## src/rtl/lcd_raster_pkg.sv

```systemverilog
`timescale 1ns/1ps
// Package: shared register map and timing-field types for the LCD raster timer.
// Assumes a 32-bit register write port; field positions are fixed by the map.
package lcd_raster_pkg;

    localparam int REG_AW        = 3;   // word address width of the write port
    localparam int REG_DW        = 32;  // register data width
    localparam int PPL_UNIT_LOG2 = 4;   // active width is programmed in units of 16

    // Register word addresses
    typedef enum logic [REG_AW-1:0] {
        ADR_HTIM = 3'd0,
        ADR_VTIM = 3'd1,
        ADR_POL  = 3'd2,
        ADR_CTRL = 3'd3,
        ADR_BASE = 3'd4,
        ADR_IMSK = 3'd5,
        ADR_ICLR = 3'd6
    } reg_addr_e;

    // Horizontal timing fields (widths biased minus one, ppl in units of 16)
    typedef struct packed {
        logic [7:0] hbp;
        logic [7:0] hfp;
        logic [7:0] hsw;
        logic [5:0] ppl;
    } htim_t;

    // Vertical timing fields (lpp and vsw minus one, porches as-is)
    typedef struct packed {
        logic [7:0] vbp;
        logic [7:0] vfp;
        logic [5:0] vsw;
        logic [9:0] lpp;
    } vtim_t;

    // Polarity and clocks-per-line fields
    typedef struct packed {
        logic [9:0] cpl;
        logic       clk_inv;
        logic [2:0] str_inv;   // [0] hsync, [1] vsync, [2] data enable
    } pol_t;

endpackage

```

## src/rtl/lcd_reg_file.sv

```systemverilog
`timescale 1ns/1ps
// Module: lcd_reg_file
// Holds the timing, polarity and control registers, the double-buffered
// frame base address and the next-base-update interrupt status and mask.
// Assumes: frame_start is a single-cycle pulse; writes are single-cycle.
module lcd_reg_file
    import lcd_raster_pkg::*;
#(
    parameter int BASE_W = 32
)(
    input  logic              clk,
    input  logic              rst_n,
    input  logic              wr_en,
    input  logic [REG_AW-1:0] wr_addr,
    input  logic [REG_DW-1:0] wr_data,
    input  logic              frame_start,
    output htim_t             htim,
    output vtim_t             vtim,
    output pol_t              pol,
    output logic              run,
    output logic [BASE_W-1:0] base_live,
    output logic              irq_raw,
    output logic              irq_mask
);

    logic [BASE_W-1:0] base_pend;
    logic              pend_q;
    logic              base_load;
    logic              sel_base;
    logic              sel_clr;

    assign sel_base  = wr_en && (reg_addr_e'(wr_addr) == ADR_BASE);
    assign sel_clr   = wr_en && (reg_addr_e'(wr_addr) == ADR_ICLR);
    assign base_load = frame_start && pend_q;

    // Capture timing, polarity, control and mask registers from the write port
    always_ff @(posedge clk) begin
        if (!rst_n) begin
            htim     <= '0;
            vtim     <= '0;
            pol      <= '0;
            run      <= 1'b0;
            irq_mask <= 1'b0;
        end else if (wr_en) begin
            case (reg_addr_e'(wr_addr))
                ADR_HTIM: htim <= '{hbp: wr_data[31:24], hfp: wr_data[23:16],
                                    hsw: wr_data[15:8],  ppl: wr_data[7:2]};
                ADR_VTIM: vtim <= '{vbp: wr_data[31:24], vfp: wr_data[23:16],
                                    vsw: wr_data[15:10], lpp: wr_data[9:0]};
                ADR_POL:  pol  <= '{cpl: wr_data[25:16], clk_inv: wr_data[3],
                                    str_inv: wr_data[2:0]};
                ADR_CTRL: run      <= wr_data[0];
                ADR_IMSK: irq_mask <= wr_data[0];
                default:  ;
            endcase
        end
    end

    // Pending base capture and transfer into the live base at frame start
    always_ff @(posedge clk) begin
        if (!rst_n) begin
            base_pend <= '0;
            base_live <= '0;
            pend_q    <= 1'b0;
        end else begin
            if (base_load) begin
                base_live <= base_pend;
            end
            if (sel_base) begin
                base_pend <= wr_data[BASE_W-1:0];
                pend_q    <= 1'b1;
            end else if (frame_start) begin
                pend_q    <= 1'b0;
            end
        end
    end

    // Next-base-update status: set on load, write-one-to-clear, set wins
    always_ff @(posedge clk) begin
        if (!rst_n) begin
            irq_raw <= 1'b0;
        end else if (base_load) begin
            irq_raw <= 1'b1;
        end else if (sel_clr && wr_data[0]) begin
            irq_raw <= 1'b0;
        end
    end

endmodule

```

## src/rtl/lcd_axis_counter.sv

```systemverilog
`timescale 1ns/1ps
// Module: lcd_axis_counter
// Position counter for one raster axis: steps on 'step', wraps after 'last'.
// The output reads zero whenever 'run' is low so a stopped raster shows 0.
// Assumes: 'last' is stable while running (a larger held value still wraps).
module lcd_axis_counter #(
    parameter int CNT_W = 12
)(
    input  logic             clk,
    input  logic             rst_n,
    input  logic             run,
    input  logic             step,
    input  logic [CNT_W-1:0] last,
    output logic [CNT_W-1:0] cnt,
    output logic             wrap
);

    localparam logic [CNT_W-1:0] ONE = CNT_W'(1);

    logic [CNT_W-1:0] cnt_q;
    logic             at_end;

    assign at_end = (cnt_q >= last);
    assign wrap   = run && step && at_end;
    assign cnt    = run ? cnt_q : '0;

    // Advance the position, restart at zero after the last step or when stopped
    always_ff @(posedge clk) begin
        if (!rst_n || !run) begin
            cnt_q <= '0;
        end else if (step) begin
            cnt_q <= at_end ? '0 : cnt_q + ONE;
        end
    end

endmodule

```

## src/rtl/lcd_window_decode.sv

```systemverilog
`timescale 1ns/1ps
// Module: lcd_window_decode
// Turns the timing fields into segment boundaries and decodes the raw
// (active-high, un-gated) sync and data-enable windows from the counters.
// Assumes: CNT_W is wide enough for the longest line and frame (12 bits).
module lcd_window_decode
    import lcd_raster_pkg::*;
#(
    parameter int CNT_W = 12
)(
    input  htim_t            htim,
    input  vtim_t            vtim,
    input  logic [9:0]       cpl,
    input  logic [CNT_W-1:0] h,
    input  logic [CNT_W-1:0] v,
    output logic [CNT_W-1:0] h_last,
    output logic [CNT_W-1:0] v_last,
    output logic             hs_win,
    output logic             vs_win,
    output logic             de_win
);

    localparam logic [CNT_W-1:0] ONE = CNT_W'(1);

    logic [CNT_W-1:0] hs_end, ha_beg, ha_end, ha_w;
    logic [CNT_W-1:0] vs_end, va_beg, va_end;
    logic             h_act, v_act, h_in_cpl;

    // Horizontal boundaries: sync, back porch, active (16-pixel units), front porch
    always_comb begin
        hs_end = CNT_W'(htim.hsw) + ONE;
        ha_beg = hs_end + CNT_W'(htim.hbp) + ONE;
        ha_w   = (CNT_W'(htim.ppl) + ONE) << PPL_UNIT_LOG2;
        ha_end = ha_beg + ha_w;
        h_last = ha_end + CNT_W'(htim.hfp);
    end

    // Vertical boundaries: sync, back porch, active, front porch (porches unbiased)
    always_comb begin
        vs_end = CNT_W'(vtim.vsw) + ONE;
        va_beg = vs_end + CNT_W'(vtim.vbp);
        va_end = va_beg + CNT_W'(vtim.lpp) + ONE;
        v_last = va_end + CNT_W'(vtim.vfp) - ONE;
    end

    // Window decode from the current position
    always_comb begin
        hs_win   = (h < hs_end);
        vs_win   = (v < vs_end);
        h_act    = (h >= ha_beg) && (h < ha_end);
        h_in_cpl = ((h - ha_beg) <= CNT_W'(cpl));
        v_act    = (v >= va_beg) && (v < va_end);
        de_win   = h_act && h_in_cpl && v_act;
    end

endmodule

```

## src/rtl/lcd_raster_timer.sv

```systemverilog
`timescale 1ns/1ps
// Module: lcd_raster_timer (top)
// LCD raster timing generator: register write port, horizontal and vertical
// counters, sync/data-enable strobes with programmable polarity, and the
// double-buffered frame base with its next-base-update interrupt.
// Assumes: one pixel per clk; geometry is rewritten only while stopped.
module lcd_raster_timer
    import lcd_raster_pkg::*;
#(
    parameter int CNT_W  = 12,
    parameter int BASE_W = 32
)(
    input  logic              clk,
    input  logic              rst_n,
    input  logic              wr_en,
    input  logic [2:0]        wr_addr,
    input  logic [31:0]       wr_data,
    output logic              lcd_on,
    output logic              hsync,
    output logic              vsync,
    output logic              de,
    output logic              clk_edge_inv,
    output logic [CNT_W-1:0]  h_cnt,
    output logic [CNT_W-1:0]  v_cnt,
    output logic              frame_start,
    output logic [BASE_W-1:0] base_addr,
    output logic              irq_raw,
    output logic              irq
);

    localparam int NSTR = 3;

    htim_t            htim;
    vtim_t            vtim;
    pol_t             pol;
    logic             run;
    logic             irq_mask;
    logic [CNT_W-1:0] h_last, v_last;
    logic             h_wrap, v_wrap_unused;
    logic             hs_win, vs_win, de_win;
    logic [NSTR-1:0]  str_raw, str_out, str_inv;

    lcd_reg_file #(.BASE_W(BASE_W)) u_regs (
        .clk        (clk),
        .rst_n      (rst_n),
        .wr_en      (wr_en),
        .wr_addr    (wr_addr),
        .wr_data    (wr_data),
        .frame_start(frame_start),
        .htim       (htim),
        .vtim       (vtim),
        .pol        (pol),
        .run        (run),
        .base_live  (base_addr),
        .irq_raw    (irq_raw),
        .irq_mask   (irq_mask)
    );

    lcd_axis_counter #(.CNT_W(CNT_W)) u_hcnt (
        .clk  (clk),
        .rst_n(rst_n),
        .run  (run),
        .step (1'b1),
        .last (h_last),
        .cnt  (h_cnt),
        .wrap (h_wrap)
    );

    lcd_axis_counter #(.CNT_W(CNT_W)) u_vcnt (
        .clk  (clk),
        .rst_n(rst_n),
        .run  (run),
        .step (h_wrap),
        .last (v_last),
        .cnt  (v_cnt),
        .wrap (v_wrap_unused)
    );

    lcd_window_decode #(.CNT_W(CNT_W)) u_dec (
        .htim  (htim),
        .vtim  (vtim),
        .cpl   (pol.cpl),
        .h     (h_cnt),
        .v     (v_cnt),
        .h_last(h_last),
        .v_last(v_last),
        .hs_win(hs_win),
        .vs_win(vs_win),
        .de_win(de_win)
    );

    assign str_raw = {de_win, vs_win, hs_win};
    assign str_inv = pol.str_inv;

    // Gate each strobe with run, then apply its polarity
    for (genvar i = 0; i < NSTR; i++) begin : g_pol
        assign str_out[i] = (run && str_raw[i]) ^ str_inv[i];
    end

    assign hsync        = str_out[0];
    assign vsync        = str_out[1];
    assign de           = str_out[2];
    assign clk_edge_inv = pol.clk_inv;
    assign lcd_on       = run;
    assign frame_start  = run && (h_cnt == '0) && (v_cnt == '0);
    assign irq          = irq_raw && irq_mask;

endmodule

```

## config.mk

```make
export PLATFORM = sky130hd
export DESIGN_NAME = lcd_raster_timer
export DESIGN_NICKNAME = d
export VERILOG_FILES = /design/src/rtl/lcd_raster_pkg.sv /design/src/rtl/lcd_reg_file.sv /design/src/rtl/lcd_axis_counter.sv /design/src/rtl/lcd_window_decode.sv /design/src/rtl/lcd_raster_timer.sv
export SDC_FILE = /design/constraint.sdc
export NUM_CORES = 1
export LEC_CHECK = 0
export BUFFER_PORTS_ARGS = -buffer_cell sky130_fd_sc_hd__buf_4
export CAP_MARGIN = 20
export CORE_ASPECT_RATIO = 1.5
export CORE_UTILIZATION = 50
export DETAILED_ROUTE_END_ITERATION = 10
export PLACE_DENSITY = 0.69
export SLEW_MARGIN = 25
export SYNTH_ARGS = -nofsm -noshare
export SYNTH_HDL_FRONTEND = slang
export SYNTH_HIERARCHICAL = 1
export SYNTH_SLANG_ARGS = --single-unit
```

## constraint.sdc

```tcl
create_clock -name clk -period 8 [get_ports clk]
set_input_delay 0.4 -clock clk [delete_from_list [all_inputs] [get_ports clk]]
set_output_delay 0.4 -clock clk [all_outputs]
set_load 0.005 [all_outputs]
```

; After elaboration in Yosys (flattened, before gate mapping)
; Cells that the tools add are included.
[classes]
n_addsub = 15
n_lt_le_gt_ge = 9
eq_ne = 6
n_mux = 7
n_bitwise = 3
reduce_logical = 29
[op_table]
columns = operator, count
row1 = "12-bit by 1-bit adder with 12-bit output, second input constant", 4
row2 = 12-bit by 8-bit adder with 12-bit output, 4
row3 = 12-bit greater-or-equal comparator, 4
row4 = 12-bit < comparator, 4
row5 = 12-bit 2-to-1 mux, 3
row6 = 12-bit logical NOT, 2
row7 = 1-bit logical AND, 15
row8 = "6-bit by 1-bit adder with 7-bit output, second input constant", 2
row9 = 12-bit by 10-bit adder with 12-bit output, 1
row10 = 12-bit adder, 1
row11 = 12-bit by 10-bit less-or-equal comparator with 1-bit output, 1
row12 = "12-bit by 1-bit subtractor with 12-bit output, second input constant", 1
row13 = 12-bit subtractor, 1
row14 = 2-bit AND reduction, 5
row15 = "8-bit by 1-bit adder with 9-bit output, second input constant", 1
row16 = "3-bit equality test, second input constant", 3
row17 = "3-bit by 2-bit equality test with 1-bit output, second input constant", 2
row18 = 1-bit 2-to-1 mux, 4
row19 = 2-bit nonzero test, 2
row20 = "3-bit by 1-bit equality test with 1-bit output, second input constant", 1
row21 = 3-bit logical NOT, 1
row22 = 1-bit bitwise XOR, 3
row23 = 1-bit logical NOT, 2
row24 = 2-bit OR reduction, 1
row25 = 1-bit logical OR, 1
[totals]
reg_bits = 168
in_bits = 38
out_inout_bits = 64
elab_cells = 88

; Logic depth before layout (Yosys ltp)
[logic_depth]
word_depth = 10
depth_mapped = 31
depth_no_buf = 30

; Modules after synthesis
; The synthesis kept the hierarchy.
[modules_own_cells]
columns = module, instances, cells_per_inst, area_per_inst_um2, seq_area_each_um2
row1 = lcd_reg_file, 1, 553, 5511.5, 2882.8
row2 = lcd_window_decode, 1, 572, 4366.7, 0.0
row3 = lcd_axis_counter, 2, 119, 975.9, 240.2
row4 = lcd_raster_timer, 1, 18, 117.6, 0.0

; Worst setup path after synthesis
; OpenSTA, ideal clock, no wires.
[synth_path]
path_kind = flip-flop to flip-flop
startpoint = reg u_regs/htim[6] (netlist name)
endpoint = reg u_vcnt.cnt_q[11]
setup_time_ps = 78
arrival_time_ps = 6137
required_ps = 7922
setup_slack_ps = 1784
path_stages_with_launch = 32
n_path_buf = 1
period_less_slack_ps = 6216
path_cell_list = dfxtp_1 ha_1 xor2_1 ha_1 a21oi_1 nand2_1 a21o_1 a21o_2 xnor2_1 inv_1 fa_1 ha_1 o21ai_0 a31oi_1 o21a_1 o21a_1 o21ai_1 or4_1 o211ai_1 inv_1 ha_1 nand4_1 a211oi_2 nand4b_2 a31oi_4 and2_1 buf_4 nand4_1 nor3_2 nand3_1 xor2_1 nor3_1
[synth_between]
elab_chain_cells = 7
[synth_rtl]
columns = element, line_no
row1 = 8-bit by 1-bit adder with 9-bit output, lcd_window_decode.sv:31  ; hs_end = CNT_W'(htim.hsw) + ONE;
row2 = 12-bit by 8-bit adder with 12-bit output, lcd_window_decode.sv:32  ; ha_beg = hs_end + CNT_W'(htim.hbp) + ONE;
row3 = 12-bit by 1-bit adder with 12-bit output, lcd_window_decode.sv:32
row4 = 12-bit adder, lcd_window_decode.sv:34  ; ha_end = ha_beg + ha_w;
row5 = 12-bit by 8-bit adder with 12-bit output, lcd_window_decode.sv:35  ; h_last = ha_end + CNT_W'(htim.hfp);
row6 = net h_last[11], lcd_raster_timer.sv:38  ; logic [CNT_W-1:0] h_last, v_last;
row7 = 12-bit greater-or-equal comparator, lcd_axis_counter.sv:23  ; assign at_end = (cnt_q >= last);
row8 = 1-bit logical AND, lcd_axis_counter.sv:24  ; assign wrap = run && step && at_end;
row9 = net h_wrap, lcd_raster_timer.sv:39  ; logic h_wrap, v_wrap_unused;
row10 = "end signal, assigned", lcd_axis_counter.sv:32  ; cnt_q <= at_end ? '0 : cnt_q + ONE;
row11 = "end, declared", lcd_axis_counter.sv:20  ; logic [CNT_W-1:0] cnt_q;
; The timed path passes the listed nets, and every way through them passes these cells.
; A chain may end at the register's enable or synchronous reset.

; Worst setup path in the final report
[layout_path]
startpoint = reg u_regs/htim[6] (netlist name)
endpoint = reg u_vcnt.cnt_q[11]
[layout_between]
elab_chain_cells = 7
[layout_rtl]
columns = element, line_no
row1 = 8-bit by 1-bit adder with 9-bit output, lcd_window_decode.sv:31
row2 = 12-bit by 8-bit adder with 12-bit output, lcd_window_decode.sv:32
row3 = 12-bit by 1-bit adder with 12-bit output, lcd_window_decode.sv:32
row4 = 12-bit adder, lcd_window_decode.sv:34
row5 = 12-bit by 8-bit adder with 12-bit output, lcd_window_decode.sv:35
row6 = net h_last[11], lcd_raster_timer.sv:38
row7 = 12-bit greater-or-equal comparator, lcd_axis_counter.sv:23
row8 = 1-bit logical AND, lcd_axis_counter.sv:24
row9 = net h_wrap, lcd_raster_timer.sv:39
; The timed path passes the listed nets, and every way through them passes these cells.

==> flow_summary.json <==
{
  "pin_count": 102,
  "ir_drop_mv": 0.146,
  "clockBufferDepth": 2,
  "grt_pass1_wl_mm": 49.7,
  "post_drt_via_cell_ratio": 5.57,
  "crit_type": "reg2reg",
  "slew_headroom": 0.504,
  "syn_avg_cell_area_sq_um": 8.65,
  "met3_usage": 0.0350,
  "holdPathStages": 3,
  "grt_pass1_vias": 9554,
  "drtAntennaViolNets": 0,
  "cts_tree": "yes",
  "initial_core_util": 0.514,
  "antenna_found_initial": 1,
  "power_density_nw_per_um2": 150,
  "cp_max_fo": 10,
  "grt_setup_unrepaired": "false",
  "top_usage_layer": "met2",
  "route.detailed.drc": 0,
  "placed_area_sq_um": 12900,
  "num_antenna_cells": 0,
  "rr_startpoint": "u_regs/htim[6]",
  "grt_use_met1": 0.300,
  "insertion_delay_ps": 440,
  "area_growth_pct": 12.8,
  "cts_buffers": 17,
  "r2r-end": "u_vcnt/cnt_q[11]",
  "tightest_slew_ps": 745,
  "drt_first_pass_iters": 5,
  "synthesis.area_sq_um": 11900,
  "drt_iter0_markers": 514,
  "hold_path_class": "in2reg",
  "clock_skew_ps": 13.1,
  "die_h_um": 191,
  "power_mw": 2.02,
  "dp_hpwl_mm": 23.8,
  "numPortBuffers": 101,
  "gr-usage-met2": 0.479,
  "slowest_stage": "fa_1",
  "final.period_utilization": 0.906,
  "syn_inst": 1380,
  "max_freq_mhz": 138,
  "finalSetupViolations": 0,
  "critPathCaptureType": "register",
  "num_vias": 9920,
  "utilization": 0.580,
  "maxCapViolCount": 0,
  "layout_common_cells": "nand2_1 (180), dfxtp_1 (167), ha_1 (145), inv_1 (133), mux2i_1 (112)",
  "layout-drive-gt1-share": 0.142,
  "p_leak_nw": 6.31,
  "gp_congestion": 0.875,
  "gr-total-overflow": 0,
  "grt_max_degree": 69,
  "htree_levels": 4,
  "mostFrequentLayoutCell": "nand2_1",
  "critPathArrivalTime_ps": 7610,
  "finalHoldViolCount": 0,
  "r2r_slack_ps": 750,
  "yosysWarnings": 6,
  "die_w_um": 128,
  "finish.instance_area_sq_um": 13500,
  "slew_viol_final": 0,
  "worstPathRequired_ps": 8360,
  "nets": 1643,
  "startpoint_type": "register",
  "worstHoldStart": "wr_data[0]",
  "core_area_sq_um": 23200,
  "wl_per_cell_um": 17.7,
  "cts_hold_buf": 0,
  "crit_top_cell": "ha_1",
  "cts_setup_buffers": 0,
  "clock-sinks": 168,
  "min_to": "u_regs/irq_raw",
  "grtUsageTotal": 0.265,
  "synth_nets": 1570,
  "dieArea_sq_um": 24500,
  "cts_resized": 0,
  "clkTransAtPathRegs_ps": 70,
  "critPathMaxStageDelay_ps": 500,
  "period_needed_ps": 7250,
  "root_buffer": "clkbuf_16",
  "wirelength_mm": 31.5,
  "rows": 68,
  "outcome": "finished, final reports clean",
  "finalSetupTns_ps": 0,
  "reg2reg_depth": 30
}
==> stage by stage <==
stage | hold WS (ps) | std cells | setup WS, ps
5_1_grt | 321 | 1781 | 154
6_report | 303 | 1781 | 750
2_1_floorplan | 434 | 1380 | 1780
3_5_place_dp | 450 | 1749 | 858
4_1_cts | 290 | 1781 | 784
3_3_place_gp | 445 | 1749 | 1180
==> worst max-delay path: cells and delay by family (launching register included) <==
| family | cells | cell delay, ps |
|---|---|---|
| xor+xnor | 3 | 590 |
| compound gates | 11 | 2140 |
| simple gates | 9 | 2030 |
| buf+inv | 2 | 190 |
| fa+ha+maj | 5 | 1730 |
| flops | 1 | 450 |
==> metal layers <==
layer | up-vias | share of wire
li1 | 4936 | -
met2 | 203 | 0.53
met3 | 71 | 0.032
met5 | - | 0.00038
met1 | 4708 | 0.40
met4 | 2 | 0.044
==> registers in the layout, indices dropped and copies added, names as in the netlist, 12 cells and up <==
| register | count |
|---|---|
| u_vcnt/cnt_q | 12 |
| u_regs/pol | 14 |
| u_regs/base_pend | 32 |
| u_hcnt/cnt_q | 12 |
| u_regs/base_live | 32 |
| u_regs/vtim | 32 |
| u_regs/htim | 30 |
==> worst max path at each step <==
stage                         from               end  depth (start not counted)
floorplan           u_regs/htim[6]  u_vcnt/cnt_q[11]                         31
global placement    u_regs/htim[6]  u_vcnt/cnt_q[11]                         30
detailed placement  u_regs/htim[6]  u_vcnt/cnt_q[11]                         30
CTS                 u_regs/htim[6]  u_vcnt/cnt_q[11]                         30
global route        u_regs/htim[6]   u_vcnt/cnt_q[9]                         30
finish              u_regs/htim[6]  u_vcnt/cnt_q[11]                         30
==> layout make-up <==
class	count	area (sq um)
flip-flops and latches	168	3360
clock inverters	14	155
repair buffers	109	818
fillers	2110	9760
clock buffers	18	439
inverters	134	503
well taps	315	394
multi-input cells	1023	7790
==> report_power, final <==
group / internal, mW / switching (mW)
clock: 0.451 / 0.389
sequential: 0.848 / 0.00922
combinational: 0.132 / 0.186
Note: power is estimated with default switching activity, not from simulation.
